File: src/rtl/bwa_pkg.sv
package bwa_pkg;
  typedef enum logic [2:0] {
    ST_IDLE,
    ST_FILL,
    ST_ISSUE,
    ST_WAIT,
    ST_DONE
  } bwa_state_e;
endpackage

File: src/rtl/bwa_word_buf.sv
module bwa_word_buf #(
  parameter int unsigned BUS_BYTES = 4,
  localparam int unsigned LANE_W = $clog2(BUS_BYTES),
  localparam int unsigned DATA_W = BUS_BYTES * 8
) (
  input  logic              clk_i,
  input  logic              rst_ni,
  input  logic              clear_i,
  input  logic              wr_en_i,
  input  logic [LANE_W-1:0] lane_i,
  input  logic [7:0]        byte_i,
  output logic [DATA_W-1:0] word_o
);
  // Lanes reset to all-ones so unwritten lanes program as no-ops.
  for (genvar k = 0; k < BUS_BYTES; k++) begin : g_lane
    logic [7:0] lane_q;
    always_ff @(posedge clk_i or negedge rst_ni) begin
      if (!rst_ni)                                        lane_q <= 8'hFF;
      else if (clear_i)                                   lane_q <= 8'hFF;
      else if (wr_en_i && lane_i == LANE_W'(k))           lane_q <= byte_i;
    end
    assign word_o[8*k +: 8] = lane_q;
  end
endmodule

File: src/rtl/bwa_ctrl.sv
module bwa_ctrl
  import bwa_pkg::*;
#(
  parameter int unsigned ADDR_W    = 32,
  parameter int unsigned LEN_W     = 16,
  parameter int unsigned BUS_BYTES = 4,
  localparam int unsigned LANE_W = $clog2(BUS_BYTES)
) (
  input  logic              clk_i,
  input  logic              rst_ni,
  input  logic              req_valid_i,
  output logic              req_ready_o,
  input  logic [ADDR_W-1:0] req_addr_i,
  input  logic [LEN_W-1:0]  req_len_i,
  input  logic              byte_valid_i,
  output logic              byte_ready_o,
  output logic              wr_valid_o,
  input  logic              wr_ready_i,
  output logic [ADDR_W-1:0] wr_addr_o,
  input  logic              rsp_valid_i,
  input  logic              rsp_ok_i,
  output logic              done_o,
  output logic              err_o,
  output logic [LEN_W-1:0]  committed_o,
  output logic              buf_clear_o,
  output logic              buf_wr_o,
  output logic [LANE_W-1:0] lane_o
);
  bwa_state_e        state_q;
  logic [ADDR_W-1:0] word_addr_q;
  logic [LANE_W-1:0] lane_q;
  logic [LEN_W-1:0]  remain_q;
  logic [LANE_W:0]   pend_q;
  logic [LEN_W-1:0]  committed_q;
  logic              err_q;

  logic req_fire, byte_fire, rsp_pass;
  assign req_fire  = (state_q == ST_IDLE) && req_valid_i;
  assign byte_fire = (state_q == ST_FILL) && byte_valid_i;
  assign rsp_pass  = (state_q == ST_WAIT) && rsp_valid_i && rsp_ok_i;

  assign req_ready_o  = (state_q == ST_IDLE);
  assign byte_ready_o = (state_q == ST_FILL);
  assign wr_valid_o   = (state_q == ST_ISSUE);
  assign done_o       = (state_q == ST_DONE);
  assign wr_addr_o    = word_addr_q;
  assign err_o        = err_q;
  assign committed_o  = committed_q;
  assign buf_clear_o  = req_fire || (rsp_pass && remain_q != '0);
  assign buf_wr_o     = byte_fire;
  assign lane_o       = lane_q;

  always_ff @(posedge clk_i or negedge rst_ni) begin
    if (!rst_ni) begin
      state_q     <= ST_IDLE;
      word_addr_q <= '0;
      lane_q      <= '0;
      remain_q    <= '0;
      pend_q      <= '0;
      committed_q <= '0;
      err_q       <= 1'b0;
    end else begin
      unique case (state_q)
        ST_IDLE: if (req_valid_i) begin
          word_addr_q <= {req_addr_i[ADDR_W-1:LANE_W], {LANE_W{1'b0}}};
          lane_q      <= req_addr_i[LANE_W-1:0];
          remain_q    <= req_len_i;
          pend_q      <= '0;
          committed_q <= '0;
          err_q       <= 1'b0;
          state_q     <= (req_len_i == '0) ? ST_DONE : ST_FILL;
        end
        ST_FILL: if (byte_valid_i) begin
          remain_q <= remain_q - 1'b1;
          pend_q   <= pend_q + 1'b1;
          lane_q   <= lane_q + 1'b1;
          if (lane_q == LANE_W'(BUS_BYTES - 1) || remain_q == LEN_W'(1))
            state_q <= ST_ISSUE;
        end
        ST_ISSUE: if (wr_ready_i) state_q <= ST_WAIT;
        ST_WAIT: if (rsp_valid_i) begin
          if (rsp_ok_i) begin
            committed_q <= committed_q + LEN_W'(pend_q);
            pend_q      <= '0;
            if (remain_q == '0) begin
              state_q <= ST_DONE;
            end else begin
              word_addr_q <= word_addr_q + ADDR_W'(BUS_BYTES);
              lane_q      <= '0;
              state_q     <= ST_FILL;
            end
          end else begin
            err_q   <= 1'b1;
            state_q <= ST_DONE;
          end
        end
        ST_DONE: state_q <= ST_IDLE;
        default: state_q <= ST_IDLE;
      endcase
    end
  end

  assert_addr_aligned_R1: assert property (@(posedge clk_i) disable iff (!rst_ni)
    wr_valid_o |-> wr_addr_o[LANE_W-1:0] == '0);
  assert_addr_hold_R10: assert property (@(posedge clk_i) disable iff (!rst_ni)
    wr_valid_o && !wr_ready_i |=> wr_valid_o && $stable(wr_addr_o));
  assert_zero_len_R7: assert property (@(posedge clk_i) disable iff (!rst_ni)
    req_ready_o && req_valid_i && req_len_i == '0 |=> done_o && !err_o && committed_o == '0);
  assert_err_ends_R9: assert property (@(posedge clk_i) disable iff (!rst_ni)
    $rose(err_o) |-> done_o && !wr_valid_o && !byte_ready_o);
  assert_count_mono_R8: assert property (@(posedge clk_i) disable iff (!rst_ni)
    !(req_ready_o && req_valid_i) |=> committed_o >= $past(committed_o));
  assert_phase_excl_R9: assert property (@(posedge clk_i) disable iff (!rst_ni)
    !(byte_ready_o && wr_valid_o));
endmodule

File: src/rtl/byte_word_aligner.sv
module byte_word_aligner #(
  parameter int unsigned ADDR_W    = 32,
  parameter int unsigned LEN_W     = 16,
  parameter int unsigned BUS_BYTES = 4,
  localparam int unsigned LANE_W = $clog2(BUS_BYTES),
  localparam int unsigned DATA_W = BUS_BYTES * 8
) (
  input  logic              clk_i,
  input  logic              rst_ni,
  input  logic              req_valid_i,
  output logic              req_ready_o,
  input  logic [ADDR_W-1:0] req_addr_i,
  input  logic [LEN_W-1:0]  req_len_i,
  input  logic              byte_valid_i,
  input  logic [7:0]        byte_data_i,
  output logic              byte_ready_o,
  output logic              wr_valid_o,
  input  logic              wr_ready_i,
  output logic [ADDR_W-1:0] wr_addr_o,
  output logic [DATA_W-1:0] wr_data_o,
  input  logic              rsp_valid_i,
  input  logic              rsp_ok_i,
  output logic              done_o,
  output logic              err_o,
  output logic [LEN_W-1:0]  committed_o
);
  logic              buf_clear, buf_wr;
  logic [LANE_W-1:0] lane;

  bwa_ctrl #(.ADDR_W(ADDR_W), .LEN_W(LEN_W), .BUS_BYTES(BUS_BYTES)) u_ctrl (
    .clk_i, .rst_ni,
    .req_valid_i, .req_ready_o, .req_addr_i, .req_len_i,
    .byte_valid_i, .byte_ready_o,
    .wr_valid_o, .wr_ready_i, .wr_addr_o,
    .rsp_valid_i, .rsp_ok_i,
    .done_o, .err_o, .committed_o,
    .buf_clear_o (buf_clear),
    .buf_wr_o    (buf_wr),
    .lane_o      (lane)
  );

  bwa_word_buf #(.BUS_BYTES(BUS_BYTES)) u_buf (
    .clk_i, .rst_ni,
    .clear_i (buf_clear),
    .wr_en_i (buf_wr),
    .lane_i  (lane),
    .byte_i  (byte_data_i),
    .word_o  (wr_data_o)
  );

  assert_data_hold_R10: assert property (@(posedge clk_i) disable iff (!rst_ni)
    wr_valid_o && !wr_ready_i |=> $stable(wr_data_o));
  assert_fresh_word_R3: assert property (@(posedge clk_i) disable iff (!rst_ni)
    req_ready_o && req_valid_i |=> wr_data_o == '1);
endmodule

File: config.mk
export PLATFORM = sky130hd
export DESIGN_NAME = byte_word_aligner
export DESIGN_NICKNAME = d
export VERILOG_FILES = /design/src/rtl/bwa_pkg.sv /design/src/rtl/bwa_word_buf.sv /design/src/rtl/bwa_ctrl.sv /design/src/rtl/byte_word_aligner.sv
export SDC_FILE = /design/constraint.sdc
export NUM_CORES = 1
export LEC_CHECK = 0
export BUFFER_PORTS_ARGS = -buffer_cell sky130_fd_sc_hd__buf_4
export CAP_MARGIN = 30
export CORE_MARGIN = 2
export CORE_UTILIZATION = 40
export CTS_CLUSTER_SIZE = 12
export DETAILED_ROUTE_END_ITERATION = 8
export GPL_TIMING_DRIVEN = 0
export PLACE_DENSITY = 0.65
export SYNTH_ARGS = -nofsm -noshare
export SYNTH_HDL_FRONTEND = slang
export SYNTH_SLANG_ARGS = --single-unit
File: constraint.sdc
create_clock -name clk_i -period 2.6 [get_ports clk_i]
set_input_delay 0.13 -clock clk_i [delete_from_list [all_inputs] [get_ports clk_i]]
set_output_delay 0.13 -clock clk_i [all_outputs]
set_load 0.02 [all_outputs]
==> Yosys cells after proc, flatten, opt, wreduce, memory -nomap -nowiden <==
Cells that the tools add are included.
{ "op_classes": {"n_addsub": 5, "n_eq_ne": 16, "n_mux": 44, "n_reduce_logical": 30} }
{ "ops": {"columns": ["op", "count"], "rows": [
  ["32-bit two-way mux", 4],
  ["16-bit two-way mux", 5],
  ["8-bit two-way mux", 8],
  ["16-bit one-hot mux with 2 select lines", 2],
  ["32-bit one-hot mux with 2 select lines", 1],
  ["3-bit two-way mux", 12],
  ["32-bit by 3-bit adder with 32-bit output (second input constant)", 1],
  ["16-bit zero test", 2],
  ["16-bit by 3-bit adder with 16-bit output", 1],
  ["16-bit by 1-bit equality test with 1-bit output (second input constant)", 1],
  ["16-bit nonzero test", 1],
  ["16-bit by 1-bit subtractor with 16-bit output (second input constant)", 1],
  ["5-bit AND reduction", 3],
  ["2-bit != test (second input constant)", 6],
  ["3-bit one-hot mux with 4 select lines", 1],
  ["2-bit nonzero test", 6],
  ["2-bit two-way mux", 5],
  ["1-bit logical AND", 9],
  ["3-bit one-hot mux with 3 select lines", 1],
  ["4-bit AND reduction", 2],
  ["3-bit by 2-bit equality test with 1-bit output (second input constant)", 2],
  ["2-bit one-hot mux with 3 select lines", 1],
  ["6-bit AND reduction", 1],
  ["2-bit equality test (second input constant)", 2],
  ["other kinds (13)", 17]
]} }
{ "totals": {"reg_bits": 105, "in_bits": 63, "out_inout_bits": 85, "elab_cells": 106} }

==> Logic depth before layout (Yosys ltp) <==
Gate-level depths: netlist of the first run.
{ "depth": {"ltp_word": 6, "ltp_mapped": 10, "depth_no_buf": 8} }

==> Hierarchy <==
A second synthesis of the first run with hierarchy kept.
{ "unflattened": {"hier_cells": 641, "hier_area_um2": 5876.9} }
{ "by_module_without_submodules": {"columns": ["mod", "instances", "cells_each", "area_each_um2", "seq_area_each_um2"], "rows": [
  ["bwa_ctrl", 1, 526, 4500.6, 1776.7],
  ["bwa_word_buf", 1, 115, 1376.3, 840.8]
]} }

==> Worst setup path after synthesis of the first run <==
OpenSTA, ideal clock, no wires.
{ "synth_timing": {"kind": "register to register", "start": "register u_ctrl.remain_q[0]", "end": "register u_ctrl.word_addr_q[15] (netlist: u_ctrl.wr_addr_o[15])", "setup_ns": 0.128, "arrival_time_ns": 2.237, "required_time_ns": 2.472, "path_slack_ns": 0.235, "path_stages_with_launch": 10, "path_buffers": 2, "synth_period_minus_slack_ns": 2.365, "cell_sequence": "dfrtp_1 inv_1 ha_1 or4b_2 or4_4 a21o_1 buf_6 buf_6 a21oi_1 a21oi_1"} }
{ "synth_via": {"elab_chain_len": 3} }
{ "synth_lines": {"columns": ["item", "line_no", "rtl"], "rows": [
  ["start, declared", "bwa_ctrl.sv:32", "logic [LEN_W-1:0] remain_q;"],
  ["start signal, assigned", "bwa_ctrl.sv:67", "remain_q <= req_len_i;"],
  ["start signal, assigned", "bwa_ctrl.sv:74", "remain_q <= remain_q - 1'b1;"],
  ["16-bit zero test", "bwa_ctrl.sv:85", "if (remain_q == '0) begin"],
  ["2-bit != test (no source line)", null, null],
  ["5-bit AND reduction (no source line)", null, null],
  ["end signal, assigned", "bwa_ctrl.sv:65", "word_addr_q <= {req_addr_i[ADDR_W-1:LANE_W], {LANE_W{1'b0}}};"],
  ["end signal, assigned", "bwa_ctrl.sv:88", "word_addr_q <= word_addr_q + ADDR_W'(BUS_BYTES);"],
  ["end, declared", "bwa_ctrl.sv:30", "logic [ADDR_W-1:0] word_addr_q;"]
]} }
No other way between the ends.
A chain may end at the register's enable or synchronous reset.

==> Final worst setup path of the first run <==
{ "layout_timing": {"start": "register u_ctrl.remain_q[1]", "end": "register u_ctrl.word_addr_q[30] (netlist: u_ctrl.wr_addr_o[30])"} }
Same word-level chain as after synthesis.

==> impl_metrics.csv, run 1 <==
group,metric,value,unit
run_status,status,"finished clean",
synthesis,ys_seq_area_frac,0.4487,
sta,rsz0062_at_grt,"false",
die,dieWidth,124.8,um
power_and_ir_drop,peakVddDrop,0.5216,mV
setup_path,critPathMaxFanout,5,
synthesis,ys_warn_count,0,
sta,finalCritPeriodShare,0.9546,
routing,first_iter_violations,461,
die,dieArea,15570,um2
clocking,clk_pin_slew,70,ps
sta,fmax,402.9,MHz
setup_path,crit_path_end_kind,"flop",
synthesis,synth_compound_area_frac,0.1873,
routing,drt_pass1_iterations,5,
power_and_ir_drop,total_power,9137,uW
synthesis,yosys.area.top_type_share,0.3046,
cells_and_area,utilization,0.5282,
clocking,cts_made_buffers,9,
die,rows,44,
sta,worst_slew_pin_slew,943.1,ps
die,start_util,0.4060,
setup_path,required,2840,ps
power_and_ir_drop,power_density,1204,nW/um2
cells_and_area,area_growth,30.12,%
synthesis,ys_top_cells_by_area,"dfrtp_1 30%, dfstp_2 14%, nand2_1 7.1%",
place,hpwl,12950,um
clocking,clk_latency,360,ps
global_route,grt_start_max_net_pins,60,
sta,setup_violations,0,
flow_run,drv_cap,0,
synthesis,synth_xor_xnor_area_share,0.01802,
synthesis,yosys.area_share.simple,0.2553,
place,placedCellCount,1004,
synthesis,synthArstFlopShare,1.000,
synthesis,synth_largest_area_cell,"dfrtp_1",
cells_and_area,fillers,1377,
synthesis,ys.flop_type,"dfrtp_1",
place,io_buffers,145,
sta,max-slew-margin-rel,0.3665,
synthesis,synth_fa_ha_area_frac,0.02917,
routing,drc,0,
cells_and_area,fin_nets,915,
synthesis,synth_top_family_by_area,"simple AND/OR/NAND/NOR gates",
routing,avgViaCountPerCell,5.786,
synthesis,netlist_area,5833,um2
synthesis,ys_types,61,
place,pre_cts_ws,54.52,ps
synthesis,syn-instance-count,673,
global_route,grt_pass1_wl,28560,um
sta,hold_violations,0,
clocking,h-tree-depth,3,
sta,period_needed,2482,ps
place,gp_congestion,0.8623,
synthesis,avgSynthCellArea,8.667,um2
clocking,clock_path_buffers,2,
sta,clock-skew-final,13.27,ps
die,pin_count,148,
synthesis,ys_ff_latch,103,
setup_path,critPathKind,"reg -> reg",
global_route,grt_pass1_vias,5540,
synthesis,muxShareOfSynthArea,0.01030,
sta,fin_setup_tns,0,ps
clocking,ctsRootBufferMaster,"clkbuf_16",
worst_hold_path,hold_class,"in -> reg",
clocking,cts_sinks,103,
routing,wl_per_cell,17.53,um
global_route,gr-total-overflow,0,
sta,maxSlewViolCount,0,
cells_and_area,n_antenna_cell,0,
cells_and_area,drive_above_1_share,0.2749,
synthesis,synth-edff-count,0,
power_and_ir_drop,power_leakage,0.003362,uW
global_route,grt_usage,0.2255,
sta,finalWorstSetupSlack,118.1,ps
clocking,cts_tree,"built",
routing,detail-route-antenna-nets,0,
die,core_area,14370,um2
routing,vias,5948,
setup_path,crit_arrival,2720,ps
setup_path,critPathLaunchType,"flop",
cells_and_area,final_cells,1028,
routing,drt_wl_total,18020,um
global_route,grt_antenna_before_repair,0,
die,die_y,124.8,um
power by group:
part	switching (uW)	internal [uW]	total (uW)
Clock	605	705	1310
Combinational	2810	1940	4750
Sequential	684	2400	3080
layout make-up:
| type | instances | area [um2] | area share |
|---|---|---|---|
| Multi-Input combinational cell | 511 | 2953 | 0.3891 |
| Sequential cell | 103 | 2618 | 0.3449 |
| Timing Repair Buffer | 155 | 1201 | 0.1583 |
| Clock buffer | 14 | 264.0 | 0.03478 |
| Buffer | 42 | 247.7 | 0.03264 |
| Tap cell | 184 | 230.2 | 0.03033 |
| Inverter | 17 | 63.81 | 0.008408 |
| Clock inverter | 2 | 12.51 | 0.001649 |
registers in the layout (all words and copies together) (netlist names):
register / cells
u_ctrl.remain_q: 16
u_buf.g_lane.lane_q: 32
u_ctrl.pend_q: 3
u_ctrl.err_o: 1
u_ctrl.wr_addr_o: 30
u_ctrl.committed_o: 16
u_ctrl.lane_o: 2
u_ctrl.state_q: 3
cell families (layout without fill, tap and decap cells):
group / Yosys count / after routing
flops: 103 / 103
fa+ha+maj: 13 / 13
compound gates: 174 / 174
mux: 6 / 6
buf+inv: 60 / 230
simple gates: 304 / 304
xor+xnor: 12 / 12
other cells: 1 / 2
final timing paths:
| path | from | endpoint | slack (ps) | depth (start not counted) |
|---|---|---|---|---|
| max in group asynchronous | rst_ni | u_ctrl.remain_q[13] | 1570 | 3 |
| hold / removal | byte_data_i[7] | u_buf.g_lane[2].lane_q[7] | 20 | 3 |
| setup reg to reg | u_ctrl.remain_q[1] | u_ctrl.wr_addr_o[30] | 120 | 8 |
| hold reg to reg | u_buf.g_lane[1].lane_q[4] | u_buf.g_lane[1].lane_q[4] | 490 | 2 |
| setup / recovery | u_ctrl.remain_q[1] | u_ctrl.wr_addr_o[30] | 120 | 8 |
| min in group asynchronous | rst_ni | u_ctrl.wr_addr_o[6] | 300 | 2 |
cells in the final DEF, fill, tap and decap left out, drive strengths merged, types with 3 or more instances in the layout:
cell type  count
a21o           4
a21oi         54
a22oi          4
a2bb2oi       11
a31oi          9
a32oi          3
a41oi          3
and3          13
and4           3
buf          171
clkbuf        39
dfrtp         71
dfstp         32
ha            12
inv           18
mux2i          6
nand2        111
nand2b         5
nand3         53
nand4         13
nor2          46
nor3          15
nor4          18
nor4b          4
o211ai         5
o21a           4
o21ai         46
o22a           8
o22ai         10
o2bb2ai        3
or3            8
or4            4
xnor2         12
cells in the mapped netlist, types with 4 or more instances:
master and n:
nand2_1 111, dfrtp_1 71, a21oi_1 53, nand3_1 53, nor2_1 46, o21ai_0 46
dfstp_2 32, clkbuf_1 24, nor4_1 18, inv_1 15, nor3_1 15, and3_1 13
nand4_1 13, ha_1 12, xnor2_1 12, a2bb2oi_1 11, o22ai_1 10, a31oi_1 9
buf_4 8, o22a_1 8, or3_1 8, mux2i_1 6, buf_6 5, nand2b_1 5
a21o_1 4, buf_1 4, o211ai_1 4, o21a_1 4
layer usage:
metal  GRT usage  vias up  wire, um
met2      0.3642      273      8473
met5           0        -         0
met4     0.08063        0       354
met3     0.03780       30      1484
li1            -     2777         -
met1      0.3063     2868      7703
critical path, cell delays in order (launching register included):
cell     delay, ps
dfrtp_1        410
inv_2          100
ha_1           140
or4b_4         450
or4_4          600
a21oi_4        250
buf_6          160
a21oi_1         40
o22a_1         230
metrics by stage:
stage / hold WS, ps / instance area (um2)
2_1_floorplan: -165.6 / 5837
3_3_place_gp: 384.6 / 7156
3_5_place_dp: 165.0 / 7183
4_1_cts: 13.93 / 7470
5_1_grt: 29.20 / 7590
6_report: 23.46 / 7590
repair_timing:
item / CTS / global route
setup buffers: 0 / 5
resized for setup: 0 / 17
hold endpoints to repair: 12 / 0
setup endpoints to repair: 0 / 60
hold buffers: 1 / 0
No activity file was read; power rests on OpenSTA's default activity.
==> run 2, diff against run 1 <==
--- a/config.mk
+++ b/config.mk
@@ -7,10 +7,12 @@
 export LEC_CHECK = 0
 export BUFFER_PORTS_ARGS = -buffer_cell sky130_fd_sc_hd__buf_4
 export CAP_MARGIN = 30
+export CORE_ASPECT_RATIO = 0.5
 export CORE_MARGIN = 2
 export CORE_UTILIZATION = 40
 export CTS_CLUSTER_SIZE = 12
 export DETAILED_ROUTE_END_ITERATION = 8
+export GPL_ROUTABILITY_DRIVEN = 0
 export GPL_TIMING_DRIVEN = 0
 export PLACE_DENSITY = 0.65
 export SYNTH_ARGS = -nofsm -noshare
==> impl_metrics.csv, run 2 (synthesis gave the netlist of run 1 again) <==
group,metric,value,unit
setup_path,critPathLaunchType,"flop",
clocking,cts_tree,"built",
global_route,grt_antenna_before_repair,0,
routing,wl_per_cell,17.20,um
routing,avgViaCountPerCell,5.583,
place,placedCellCount,1018,
cells_and_area,final_cells,1043,
global_route,grt_usage,0.2250,
sta,hold_ws,29.58,ps
cells_and_area,area_growth,30.35,%
routing,vias,5823,
place,hpwl,12810,um
routing,drc,0,
setup_path,critPathKind,"reg -> reg",
sta,worst_slew_pin_slew,949.8,ps
power_and_ir_drop,peakVddDrop,0.5137,mV
clocking,clk_latency,350,ps
routing,drt_pass1_iterations,5,
sta,max-slew-margin-rel,0.3619,
routing,detail-route-antenna-nets,0,
clocking,cts_sinks,103,
clocking,h-tree-depth,3,
sta,setup_violations,0,
setup_path,required,2840,ps
sta,hold_violations,0,
die,die_y,89.39,um
flow_run,drv_cap,0,
sta,finalCritPeriodShare,0.9751,
setup_path,crit_path_end_kind,"flop",
clocking,clk_pin_slew,80,ps
place,io_buffers,145,
sta,clock-skew-final,15.19,ps
sta,fin_setup_tns,0,ps
cells_and_area,layout.cells.most_common_list,"157 x buf_4, 110 x nand2_1, 70 x dfrtp_1, 53 x nand3_1, 49 x a21oi_1",
run_status,status,"finished clean",
setup_path,crit_arrival,2780,ps
die,start_util,0.4065,
global_route,grt_pass1_vias,5391,
die,pin_count,148,
die,dieWidth,174.8,um
clocking,ctsRootBufferMaster,"clkbuf_16",
cells_and_area,largest_reg_flops,32,
setup_path,critPathMaxFanout,5,
routing,first_iter_violations,539,
worst_hold_path,hold_class,"in -> reg",
routing,drt_wl_total,17940,um
global_route,grt_pass1_wl,28140,um
cells_and_area,fin_nets,916,
die,core_area,14350,um2
cells_and_area,layout_commonest_cell,"buf_4",
die,dieArea,15620,um2
sta,maxSlewViolCount,0,
power_and_ir_drop,total_power,9083,uW
cells_and_area,drive_above_1_share,0.2781,
global_route,grt_start_max_net_pins,71,
global_route,gr-total-overflow,0,
power_and_ir_drop,power_density,1195,nW/um2
clocking,clock_path_buffers,2,
clocking,cts_made_buffers,9,
cells_and_area,n_antenna_cell,0,
sta,fmax,394.4,MHz
sta,period_needed,2535,ps
place,placed_area,7201,um2
power_and_ir_drop,power_leakage,0.003338,uW
cells_and_area,fin_area,7604,um2
die,rows,31,
sta,rsz0062_at_grt,"true",
cells_and_area,regMostFlops,"u_buf.g_lane.lane_q",
[run 2: repair_timing]
item                                    CTS  global route
hold buffers                              1             0
gates cloned                              0             2
endpoints found under the hold margin    33             0
endpoints found under the setup margin    6            65
gates resized for setup                   0            21
pin swaps                                 0             8
setup buffers                             0             6
[run 2: final timing paths]
| kind | endpoint | slack, ps | cells past startpoint | start |
|---|---|---|---|---|
| worst max-delay path | u_ctrl.wr_addr_o[9] | 60 | 8 | u_ctrl.remain_q[1] |
| worst min-delay path | u_buf.g_lane[0].lane_q[7] | 30 | 3 | byte_data_i[7] |
| min in group asynchronous | u_ctrl.committed_o[9] | 290 | 2 | rst_ni |
| worst max register to register | u_ctrl.wr_addr_o[9] | 60 | 8 | u_ctrl.remain_q[1] |
| max in group asynchronous | u_buf.g_lane[1].lane_q[5] | 1540 | 3 | rst_ni |
| worst min register to register | u_buf.g_lane[0].lane_q[3] | 490 | 2 | u_buf.g_lane[0].lane_q[3] |
[run 2: where the power goes]
part | switching [uW] | internal (uW) | leakage (uW)
registers | 676 | 2400 | 0.00120
logic | 2820 | 1930 | 0.00201
clock network | 612 | 652 | 0.000128
[run 2: worst max-delay path, stage by stage (launching register included)]
cell	delay, ps
dfrtp_1	400
inv_2	120
ha_4	140
or4b_4	440
or4_4	590
a21oi_4	280
buf_4	210
a21oi_1	50
o22a_1	200
[run 2: cell type report]
type,count,area (um2)
Buffer,43,246.5
Inverter,17,66.31
Clock buffer,11,232.7
Timing Repair Buffer,155,1184
Tap cell,198,247.7
Sequential cell,103,2619
Clock inverter,5,33.78
Multi-Input combinational cell,511,2974
Fill cell,1358,6748
[run 2: metrics by stage]
stage / util / worst slack [ps]
3_3_place_gp: 0.4998 / 27.04
6_report: 0.5298 / 64.73
5_1_grt: 0.5298 / -21.06
2_1_floorplan: - / 235.0
4_1_cts: 0.5210 / -18.36
3_5_place_dp: 0.5017 / -3.054
[run 2: routing by layer]
metal  part of all wire  global-route usage
met1               0.47              0.3234
met2               0.46              0.3582
met3              0.064             0.04592
met4             0.0070             0.03939
met5                  0                   0
